**config.mk**
```make
export PLATFORM = sky130hd
export DESIGN_NAME = eepw_top
export DESIGN_NICKNAME = d
export VERILOG_FILES = /design/src/rtl/eepw_pkg.sv /design/src/rtl/eepw_line_sync.sv /design/src/rtl/eepw_ctrl.sv /design/src/rtl/eepw_store.sv /design/src/rtl/eepw_top.sv
export SDC_FILE = /design/constraint.sdc
export NUM_CORES = 2
export LEC_CHECK = 0
export BUFFER_PORTS_ARGS = -buffer_cell sky130_fd_sc_hd__buf_4
export CORE_MARGIN = 10
export CORE_UTILIZATION = 53
export DETAILED_ROUTE_END_ITERATION = 10
export PLACE_DENSITY = 0.76
export SLEW_MARGIN = 30
export SYNTH_ARGS = -nofsm -noshare
export SYNTH_HDL_FRONTEND = slang
export SYNTH_SLANG_ARGS = --single-unit
```
**constraint.sdc**
```tcl
create_clock -name clk_i -period 3.2 [get_ports clk_i]
set_input_delay 0.32 -clock clk_i [delete_from_list [all_inputs] [get_ports clk_i]]
set_output_delay 0.32 -clock clk_i [all_outputs]
set_load 0.01 [all_outputs]
```
**src/rtl/eepw_pkg.sv**
```systemverilog
package eepw_pkg;
  typedef enum logic [1:0] {
    PH_IDLE   = 2'd0,
    PH_DEVSEL = 2'd1,
    PH_ADDR   = 2'd2,
    PH_DATA   = 2'd3
  } phase_e;

  localparam logic [3:0] DEV_CLASS = 4'b1010;
endpackage

```
**src/rtl/eepw_line_sync.sv**
```systemverilog
module eepw_line_sync #(
  parameter int STAGES = 2
) (
  input  logic clk_i,
  input  logic rst_ni,
  input  logic scl_i,
  input  logic sda_i,
  output logic sda_o,
  output logic scl_rise_o,
  output logic scl_fall_o,
  output logic start_o,
  output logic stop_o
);
  logic [STAGES-1:0] scl_pipe_q, sda_pipe_q;
  logic scl_d_q, sda_d_q;
  logic scl_s, sda_s;

  assign scl_s = scl_pipe_q[STAGES-1];
  assign sda_s = sda_pipe_q[STAGES-1];

  always_ff @(posedge clk_i or negedge rst_ni) begin
    if (!rst_ni) begin
      scl_pipe_q <= '1;
      sda_pipe_q <= '1;
      scl_d_q    <= 1'b1;
      sda_d_q    <= 1'b1;
    end else begin
      scl_pipe_q <= {scl_pipe_q[STAGES-2:0], scl_i};
      sda_pipe_q <= {sda_pipe_q[STAGES-2:0], sda_i};
      scl_d_q    <= scl_s;
      sda_d_q    <= sda_s;
    end
  end

  assign sda_o      = sda_s;
  assign scl_rise_o = scl_s & ~scl_d_q;
  assign scl_fall_o = ~scl_s & scl_d_q;
  assign start_o    = scl_s & scl_d_q & sda_d_q & ~sda_s;
  assign stop_o     = scl_s & scl_d_q & ~sda_d_q & sda_s;
endmodule

```
**src/rtl/eepw_ctrl.sv**
```systemverilog
module eepw_ctrl
  import eepw_pkg::*;
#(
  parameter int ADDR_W = 8,
  parameter int PAGE_W = 4
) (
  input  logic              clk_i,
  input  logic              rst_ni,
  input  logic              scl_rise_i,
  input  logic              scl_fall_i,
  input  logic              start_i,
  input  logic              stop_i,
  input  logic              sda_i,
  input  logic [2:0]        chip_sel_i,
  input  logic              wr_lock_i,
  input  logic              busy_i,
  output logic              ack_oe_o,
  output logic              buf_clear_o,
  output logic              buf_we_o,
  output logic [PAGE_W-1:0] buf_idx_o,
  output logic [7:0]        buf_data_o,
  output logic              commit_o,
  output logic [ADDR_W-PAGE_W-1:0] page_o
);
  phase_e            phase_q, phase_d;
  logic [3:0]        bitcnt_q, bitcnt_d;
  logic [7:0]        shreg_q, shreg_d;
  logic [ADDR_W-1:0] addr_q, addr_d;
  logic ack_phase_q, ack_phase_d;
  logic ack_en_q, ack_en_d;
  logic boundary_q, boundary_d;
  logic lock_q, lock_d;
  logic any_q, any_d;
  logic sel_match;

  assign sel_match = (shreg_q[7:4] == DEV_CLASS) && (shreg_q[3:1] == chip_sel_i)
                     && !shreg_q[0];

  always_comb begin
    phase_d     = phase_q;
    bitcnt_d    = bitcnt_q;
    shreg_d     = shreg_q;
    addr_d      = addr_q;
    ack_phase_d = ack_phase_q;
    ack_en_d    = ack_en_q;
    boundary_d  = boundary_q;
    lock_d      = lock_q;
    any_d       = any_q;
    buf_clear_o = 1'b0;
    buf_we_o    = 1'b0;
    commit_o    = 1'b0;
    if (busy_i) begin
      // bus fully ignored during the write cycle
      phase_d     = PH_IDLE;
      ack_phase_d = 1'b0;
    end else if (start_i) begin
      // any Start restarts decoding and drops the buffer
      phase_d     = PH_DEVSEL;
      bitcnt_d    = '0;
      ack_phase_d = 1'b0;
      boundary_d  = 1'b0;
      lock_d      = wr_lock_i;
      any_d       = 1'b0;
      buf_clear_o = 1'b1;
    end else if (stop_i) begin
      // only a Stop in the slot after a data acknowledge commits
      commit_o    = (phase_q == PH_DATA) && boundary_q && any_q;
      phase_d     = PH_IDLE;
      ack_phase_d = 1'b0;
    end else if (phase_q != PH_IDLE) begin
      if (phase_q == PH_DEVSEL || phase_q == PH_ADDR) begin
        lock_d = lock_q | wr_lock_i;
      end
      if (scl_rise_i && !ack_phase_q && bitcnt_q < 4'd8) begin
        shreg_d  = {shreg_q[6:0], sda_i};
        bitcnt_d = bitcnt_q + 4'd1;
      end
      if (scl_fall_i) begin
        if (ack_phase_q) begin
          ack_phase_d = 1'b0;
          bitcnt_d    = '0;
          boundary_d  = 1'b1;
        end else if (bitcnt_q == 4'd8) begin
          unique case (phase_q)
            PH_DEVSEL: begin
              if (sel_match) begin
                ack_phase_d = 1'b1;
                ack_en_d    = 1'b1;
                phase_d     = PH_ADDR;
              end else begin
                phase_d = PH_IDLE;
              end
            end
            PH_ADDR: begin
              ack_phase_d = 1'b1;
              ack_en_d    = 1'b1;
              addr_d      = shreg_q[ADDR_W-1:0];
              phase_d     = PH_DATA;
            end
            default: begin
              ack_phase_d = 1'b1;
              ack_en_d    = !lock_q;
              if (!lock_q) begin
                // low address bits wrap inside the page
                buf_we_o = 1'b1;
                any_d    = 1'b1;
                addr_d   = {addr_q[ADDR_W-1:PAGE_W], addr_q[PAGE_W-1:0] + PAGE_W'(1)};
              end
            end
          endcase
        end else if (bitcnt_q == 4'd1) begin
          boundary_d = 1'b0;
        end
      end
    end
  end

  always_ff @(posedge clk_i or negedge rst_ni) begin
    if (!rst_ni) begin
      phase_q     <= PH_IDLE;
      bitcnt_q    <= '0;
      shreg_q     <= '0;
      addr_q      <= '0;
      ack_phase_q <= 1'b0;
      ack_en_q    <= 1'b0;
      boundary_q  <= 1'b0;
      lock_q      <= 1'b0;
      any_q       <= 1'b0;
    end else begin
      phase_q     <= phase_d;
      bitcnt_q    <= bitcnt_d;
      shreg_q     <= shreg_d;
      addr_q      <= addr_d;
      ack_phase_q <= ack_phase_d;
      ack_en_q    <= ack_en_d;
      boundary_q  <= boundary_d;
      lock_q      <= lock_d;
      any_q       <= any_d;
    end
  end

  assign ack_oe_o   = ack_phase_q & ack_en_q;
  assign buf_idx_o  = addr_q[PAGE_W-1:0];
  assign buf_data_o = shreg_q;
  assign page_o     = addr_q[ADDR_W-1:PAGE_W];


  ack_rise_chk: assert property (@(posedge clk_i) disable iff (!rst_ni)
    $rose(ack_oe_o) |-> $past(scl_fall_i));


  ack_fall_chk: assert property (@(posedge clk_i) disable iff (!rst_ni)
    $fell(ack_oe_o) |-> $past(scl_fall_i || start_i || stop_i || busy_i));


  commit_idle_chk: assert property (@(posedge clk_i) disable iff (!rst_ni)
    commit_o |=> (phase_q == PH_IDLE) && !ack_oe_o);
endmodule

```
**src/rtl/eepw_store.sv**
```systemverilog
module eepw_store #(
  parameter int ADDR_W       = 8,
  parameter int PAGE_W       = 4,
  parameter int WRITE_CYCLES = 5000
) (
  input  logic                     clk_i,
  input  logic                     rst_ni,
  input  logic                     clear_i,
  input  logic                     buf_we_i,
  input  logic [PAGE_W-1:0]        buf_idx_i,
  input  logic [7:0]               buf_data_i,
  input  logic                     commit_i,
  input  logic [ADDR_W-PAGE_W-1:0] page_i,
  input  logic [ADDR_W-1:0]        peek_addr_i,
  output logic                     busy_o,
  output logic [7:0]               peek_data_o
);
  localparam int DEPTH = 1 << ADDR_W;
  localparam int PAGE  = 1 << PAGE_W;
  localparam int CNT_W = $clog2(WRITE_CYCLES + 1);
  localparam int TOP_W = ADDR_W - PAGE_W;

  logic [7:0]       pbuf_q [PAGE];
  logic [PAGE-1:0]  pvld_q;
  logic [7:0]       mem_q  [DEPTH];
  logic             busy_q, busy_d;
  logic [CNT_W-1:0] cnt_q, cnt_d;
  logic [TOP_W-1:0] page_q, page_d;
  logic             done;

  assign done = busy_q && (cnt_q == '0);

  always_comb begin
    busy_d = busy_q;
    cnt_d  = cnt_q;
    page_d = page_q;
    if (commit_i && !busy_q) begin
      busy_d = 1'b1;
      cnt_d  = CNT_W'(WRITE_CYCLES - 1);
      page_d = page_i;
    end else if (busy_q) begin
      if (done) busy_d = 1'b0;
      else      cnt_d  = cnt_q - CNT_W'(1);
    end
  end

  always_ff @(posedge clk_i or negedge rst_ni) begin
    if (!rst_ni) begin
      busy_q <= 1'b0;
      cnt_q  <= '0;
      page_q <= '0;
    end else begin
      busy_q <= busy_d;
      cnt_q  <= cnt_d;
      page_q <= page_d;
    end
  end

  // page buffer data: no reset, qualified by the valid flags
  always_ff @(posedge clk_i) begin
    if (buf_we_i) pbuf_q[buf_idx_i] <= buf_data_i;
  end

  always_ff @(posedge clk_i or negedge rst_ni) begin
    if (!rst_ni) begin
      pvld_q <= '0;
    end else if (clear_i || done) begin
      pvld_q <= '0;
    end else if (buf_we_i) begin
      pvld_q[buf_idx_i] <= 1'b1;
    end
  end

  // only flagged bytes land in the array, at the end of the cycle
  always_ff @(posedge clk_i or negedge rst_ni) begin
    if (!rst_ni) begin
      for (int a = 0; a < DEPTH; a++) mem_q[a] <= '0;
    end else if (done) begin
      for (int k = 0; k < PAGE; k++) begin
        if (pvld_q[k]) mem_q[{page_q, PAGE_W'(k)}] <= pbuf_q[k];
      end
    end
  end

  assign busy_o      = busy_q;
  assign peek_data_o = mem_q[peek_addr_i];

  // checker state: independent busy-length counter
  int chk_len;
  always_ff @(posedge clk_i or negedge rst_ni) begin
    if (!rst_ni)     chk_len <= 0;
    else if (busy_q) chk_len <= chk_len + 1;
    else             chk_len <= 0;
  end


  busy_len_chk: assert property (@(posedge clk_i) disable iff (!rst_ni)
    $fell(busy_q) |-> (chk_len == WRITE_CYCLES));


  no_commit_busy_chk: assert property (@(posedge clk_i) disable iff (!rst_ni)
    commit_i |-> !busy_q);


  no_fill_busy_chk: assert property (@(posedge clk_i) disable iff (!rst_ni)
    buf_we_i |-> !busy_q);
endmodule

```
**src/rtl/eepw_top.sv**
```systemverilog
module eepw_top #(
  parameter int ADDR_W       = 8,
  parameter int PAGE_W       = 4,
  parameter int SYNC_STAGES  = 2,
  parameter int WRITE_CYCLES = 5000
) (
  input  logic              clk_i,
  input  logic              rst_ni,
  input  logic              scl_i,
  input  logic              sda_i,
  input  logic [2:0]        chip_sel_i,
  input  logic              wr_lock_i,
  output logic              sda_oe_o,
  output logic              busy_o,
  input  logic [ADDR_W-1:0] peek_addr_i,
  output logic [7:0]        peek_data_o
);
  logic sda_s, scl_rise, scl_fall, start_det, stop_det;
  logic buf_clear, buf_we, commit, ack_oe;
  logic [PAGE_W-1:0] buf_idx;
  logic [7:0] buf_data;
  logic [ADDR_W-PAGE_W-1:0] page;

  eepw_line_sync #(.STAGES(SYNC_STAGES)) u_sync (
    .clk_i(clk_i), .rst_ni(rst_ni), .scl_i(scl_i), .sda_i(sda_i),
    .sda_o(sda_s), .scl_rise_o(scl_rise), .scl_fall_o(scl_fall),
    .start_o(start_det), .stop_o(stop_det)
  );

  eepw_ctrl #(.ADDR_W(ADDR_W), .PAGE_W(PAGE_W)) u_ctrl (
    .clk_i(clk_i), .rst_ni(rst_ni), .scl_rise_i(scl_rise), .scl_fall_i(scl_fall),
    .start_i(start_det), .stop_i(stop_det), .sda_i(sda_s),
    .chip_sel_i(chip_sel_i), .wr_lock_i(wr_lock_i), .busy_i(busy_o),
    .ack_oe_o(ack_oe), .buf_clear_o(buf_clear), .buf_we_o(buf_we),
    .buf_idx_o(buf_idx), .buf_data_o(buf_data), .commit_o(commit), .page_o(page)
  );

  eepw_store #(.ADDR_W(ADDR_W), .PAGE_W(PAGE_W), .WRITE_CYCLES(WRITE_CYCLES)) u_store (
    .clk_i(clk_i), .rst_ni(rst_ni), .clear_i(buf_clear), .buf_we_i(buf_we),
    .buf_idx_i(buf_idx), .buf_data_i(buf_data), .commit_i(commit), .page_i(page),
    .peek_addr_i(peek_addr_i), .busy_o(busy_o), .peek_data_o(peek_data_o)
  );

  assign sda_oe_o = ack_oe;


  quiet_busy_chk: assert property (@(posedge clk_i) disable iff (!rst_ni)
    busy_o |-> !sda_oe_o);
endmodule

```
==> results.toml <==
[worst_setup_path]
required_ps = 2880
cp-end-kind = "output port"
slowest_stage = "a2111oi_2"
crit_fanout = 2
start_kind = "flip-flop"
criticalPathCategory = "reg -> out"
cp_cell_sequence = "mux4_2 > nor2_1 > a2111oi_2 > nor4_1 > nand3_1 > o31ai_4 > nor3_4 > buf_4 > buf_4"
max_stage_delay_ps = 690
cpMostUsedCell = "buf_4"
critPathArrivalTime_ps = 3420

[run_status]
violations = "negative setup slack"
status = "finished with violations"

[power_and_ir_drop]
leakagePower_nw = 57.6
power_density_nw_per_um2 = 503
ir_worst_vdd_uv = 629

[clock_tree]
cts.sinks = 2243
htree_levels = 4
clk_latency_ps = 920
cts_tree = "yes"
clk_pin_slew_ps = 70
cts_buffer_depth = 3
cts_root_buffer = "clkbuf_16"
cts_made_buffers = 223

[synthesis]
yosysWarnings = 0
yosysTopAreaCell = "dfrtp_1"
postSynth.asyncResetShare = 0.943
synth.area.top_cells = "dfrtp_1 53%, mux2_2 22%, mux4_2 9.0%"
synthesis.nets = 6496
syn-cell-area_um2 = 99900
synth_ff_type = "dfrtp_1"
yosysUniqueCellTypes = 69
ys_seq_area_frac = 0.568
synth-seq-cells = 2243
syn-instance-count = 6466
synth-edff-count = 128
postSynthAreaPerCell_um2 = 15.4
synth_top_area_share = 0.528

[grt]
grt_antenna_before_repair = 33
grt_pass1_vias = 69204
grt_max_degree = 126
grt_pass1_wl_mm = 505
grtUsageTotal = 0.341
overflow = 0

[sta]
worst_slack_ps = -536
slew_headroom = 0.277
period_needed_ps = 3740
finalHoldViolCount = 0
min_period_over_period = 1.17
setup_viol = 8
slew_violations = 0
rsz0062_at_grt = "yes"
tns_ps = -3240
tightest_slew_ps = 1090
fmax_mhz = 268
skew_ps = 60.3

[floorplanning]
die_area_um2 = 206000
core_um2 = 188000
start_util = 0.532
io_pins = 26
die_w_um = 454
row_count = 159
die_height_um = 454

[detailed_routing]
vias_per_cell = 6.76
drt_iter0_drc = 7979
routed_wl_mm = 354
drtAntennaViolNets = 0
firstDrtPassIters = 5
num_vias = 66767
wl_per_cell_um = 35.8
drc = 0

[placed_design]
place_ws_ps = -839
post_dp_cell_area_um2 = 110000
io_buffers = 25
post-place-cells = 9456
hpwl_mm = 246
globalplace.congestion = 1.04

[finish]
area_delta_synth_final_pct = 18.6
post_route_cells_drive_above_1_share = 0.527
ff_latch_area_um2 = 56800
multi_input_area_um2 = 42400
fin_area_um2 = 118000
nFillCells = 13234
final_util = 0.631
nets = 7215
final_cells = 9882

[job]
cap_violations = 0

[min_path]
hp-class = "in -> reg"
## critical path, delay by kind of cell, from the launching register on
family	cells	cell delay [ps]
compound gates	2	800
buf+inv	2	300
flops	1	380
mux	1	310
simple gates	4	720
## layout make-up
| class | count | share of cell area |
|---|---|---|
| Clock buffer | 329 | 0.0551 |
| Multi-Input combinational cell | 3821 | 0.358 |
| Tap cell | 2495 | 0.0264 |
| Timing Repair Buffer | 878 | 0.0707 |
| Inverter | 18 | 0.000571 |
| Antenna cell | 10 | 0.000211 |
| Clock inverter | 88 | 0.00985 |
| Sequential cell | 2243 | 0.480 |
## power by group
group,internal [mW],switching [mW]
combinational,0.992,2.25
sequential,28.9,0.0817
clock,15.6,11.8
total,45.4,14.1
## flip-flops by register name, indices dropped and copies added (netlist names)
signal	cells
u_store.pvld_q	16
u_store.page_q	4
u_ctrl.addr_q	8
u_store.pbuf_q	128
u_sync.sda_pipe_q	2
u_ctrl.boundary_q	1
u_ctrl.ack_en_q	1
u_ctrl.lock_q	1
u_ctrl.bitcnt_q	4
u_store.busy_o	1
u_sync.scl_pipe_q	2
u_sync.sda_d_q	1
u_sync.scl_d_q	1
u_ctrl.phase_q	2
u_store.mem_q	2048
u_ctrl.ack_phase_q	1
u_store.cnt_q	13
u_ctrl.any_q	1
u_ctrl.buf_data_o	8
## logic make-up (layout without fill, tap and decap cells)
| family | count (synthesis) | in the layout | synth area share |
|---|---|---|---|
| DFF | 2243 | 2243 | 0.568 |
| and+or+nand+nor | 644 | 644 | 0.0313 |
| xor gates and xnor gates | 13 | 13 | 0.00114 |
| adders and majority gates | 14 | 14 | 0.00175 |
| AOI/OAI and AO/OA | 481 | 481 | 0.0340 |
| other | 0 | 10 | 0 |
| muxes | 2669 | 2669 | 0.346 |
| buffers and inverters | 402 | 1313 | 0.0170 |
## cell usage after synthesis, types with 25 or more instances
master	number
o21ai_0	45
nor3_1	36
edfxtp_1	128
a21oi_1	93
mux2_2	1962
buf_2	94
mux2_4	80
nor2_1	85
a221oi_1	25
mux4_2	399
buf_1	37
nand2_1	326
mux2i_1	212
a22oi_1	127
clkbuf_1	235
o221ai_1	33
nand2_2	30
dfrtp_1	2109
nand3_1	41
## final timing paths
path	start	end	slack, ps	cells past startpoint
max in group asynchronous	rst_ni	u_store.mem_q[376]$_DFFE_PN0P_	1800	3
hold reg to reg	u_sync.scl_pipe_q[0]$_DFF_PN1_	u_sync.scl_pipe_q[1]$_DFF_PN1_	360	0
min in group asynchronous	rst_ni	u_store.mem_q[26]$_DFFE_PN0P_	70	2
setup reg to reg	u_store.cnt_q[0]$_DFFE_PN0P_	u_store.mem_q[535]$_DFFE_PN0P_	240	10
setup / recovery	u_store.mem_q[1613]$_DFFE_PN0P_	peek_data_o[5]	-540	9
hold / removal	sda_i	u_sync.sda_pipe_q[0]$_DFF_PN1_	60	2
## timing repair
action / in CTS / in global routing
gates resized for setup: 110 / 70
hold buffers: 4 / 0
endpoints found under the hold margin: 338 / 0
setup endpoints to repair: 126 / 476
pin swaps: 35 / 17
setup buffers: 0 / 1
## layout by cell type, fill, tap and decap left out, drive strengths merged, types with 7 or more instances in the layout
cell / Yosys / routed
a2111oi: 18 / 18
a211oi: 24 / 24
a21oi: 93 / 93
a221oi: 25 / 25
a22o: 23 / 23
a22oi: 127 / 127
a32oi: 11 / 11
and2: 7 / 7
buf: 148 / 874
bufinv: 0 / 17
clkbuf: 236 / 329
clkinv: 1 / 57
dfrtp: 2109 / 2109
diode: 0 / 10
edfxtp: 128 / 128
ha: 14 / 14
inv: 17 / 27
mux2: 2058 / 2058
mux2i: 212 / 212
mux4: 399 / 399
nand2: 366 / 366
nand2b: 10 / 10
nand3: 41 / 41
nand4: 11 / 11
nor2: 88 / 88
nor2b: 24 / 24
nor3: 40 / 40
nor4: 24 / 24
o211ai: 11 / 11
o21a: 17 / 17
o21ai: 45 / 45
o221ai: 33 / 33
o22ai: 21 / 21
o31ai: 7 / 7
o32ai: 7 / 7
xnor2: 7 / 7
## per-stage QoR
step | hold WS (ps) | power (mW)
after floorplan | 24.4 | 30.5
after global placement | 347 | 32.5
after detailed placement | 349 | 32.6
after CTS | 19.3 | 59.6
after global routing | 66.9 | 61.0
final | 58.3 | 59.6
## routing by layer
metal / part of all wire / GRT usage / vias up
li1: - / - / 25806
met1: 0.37 / 0.446 / 35896
met2: 0.44 / 0.497 / 4069
met3: 0.12 / 0.115 / 984
met4: 0.068 / 0.195 / 12
met5: 0.00022 / 0 / -
Note: power is estimated with default switching activity, not from simulation.
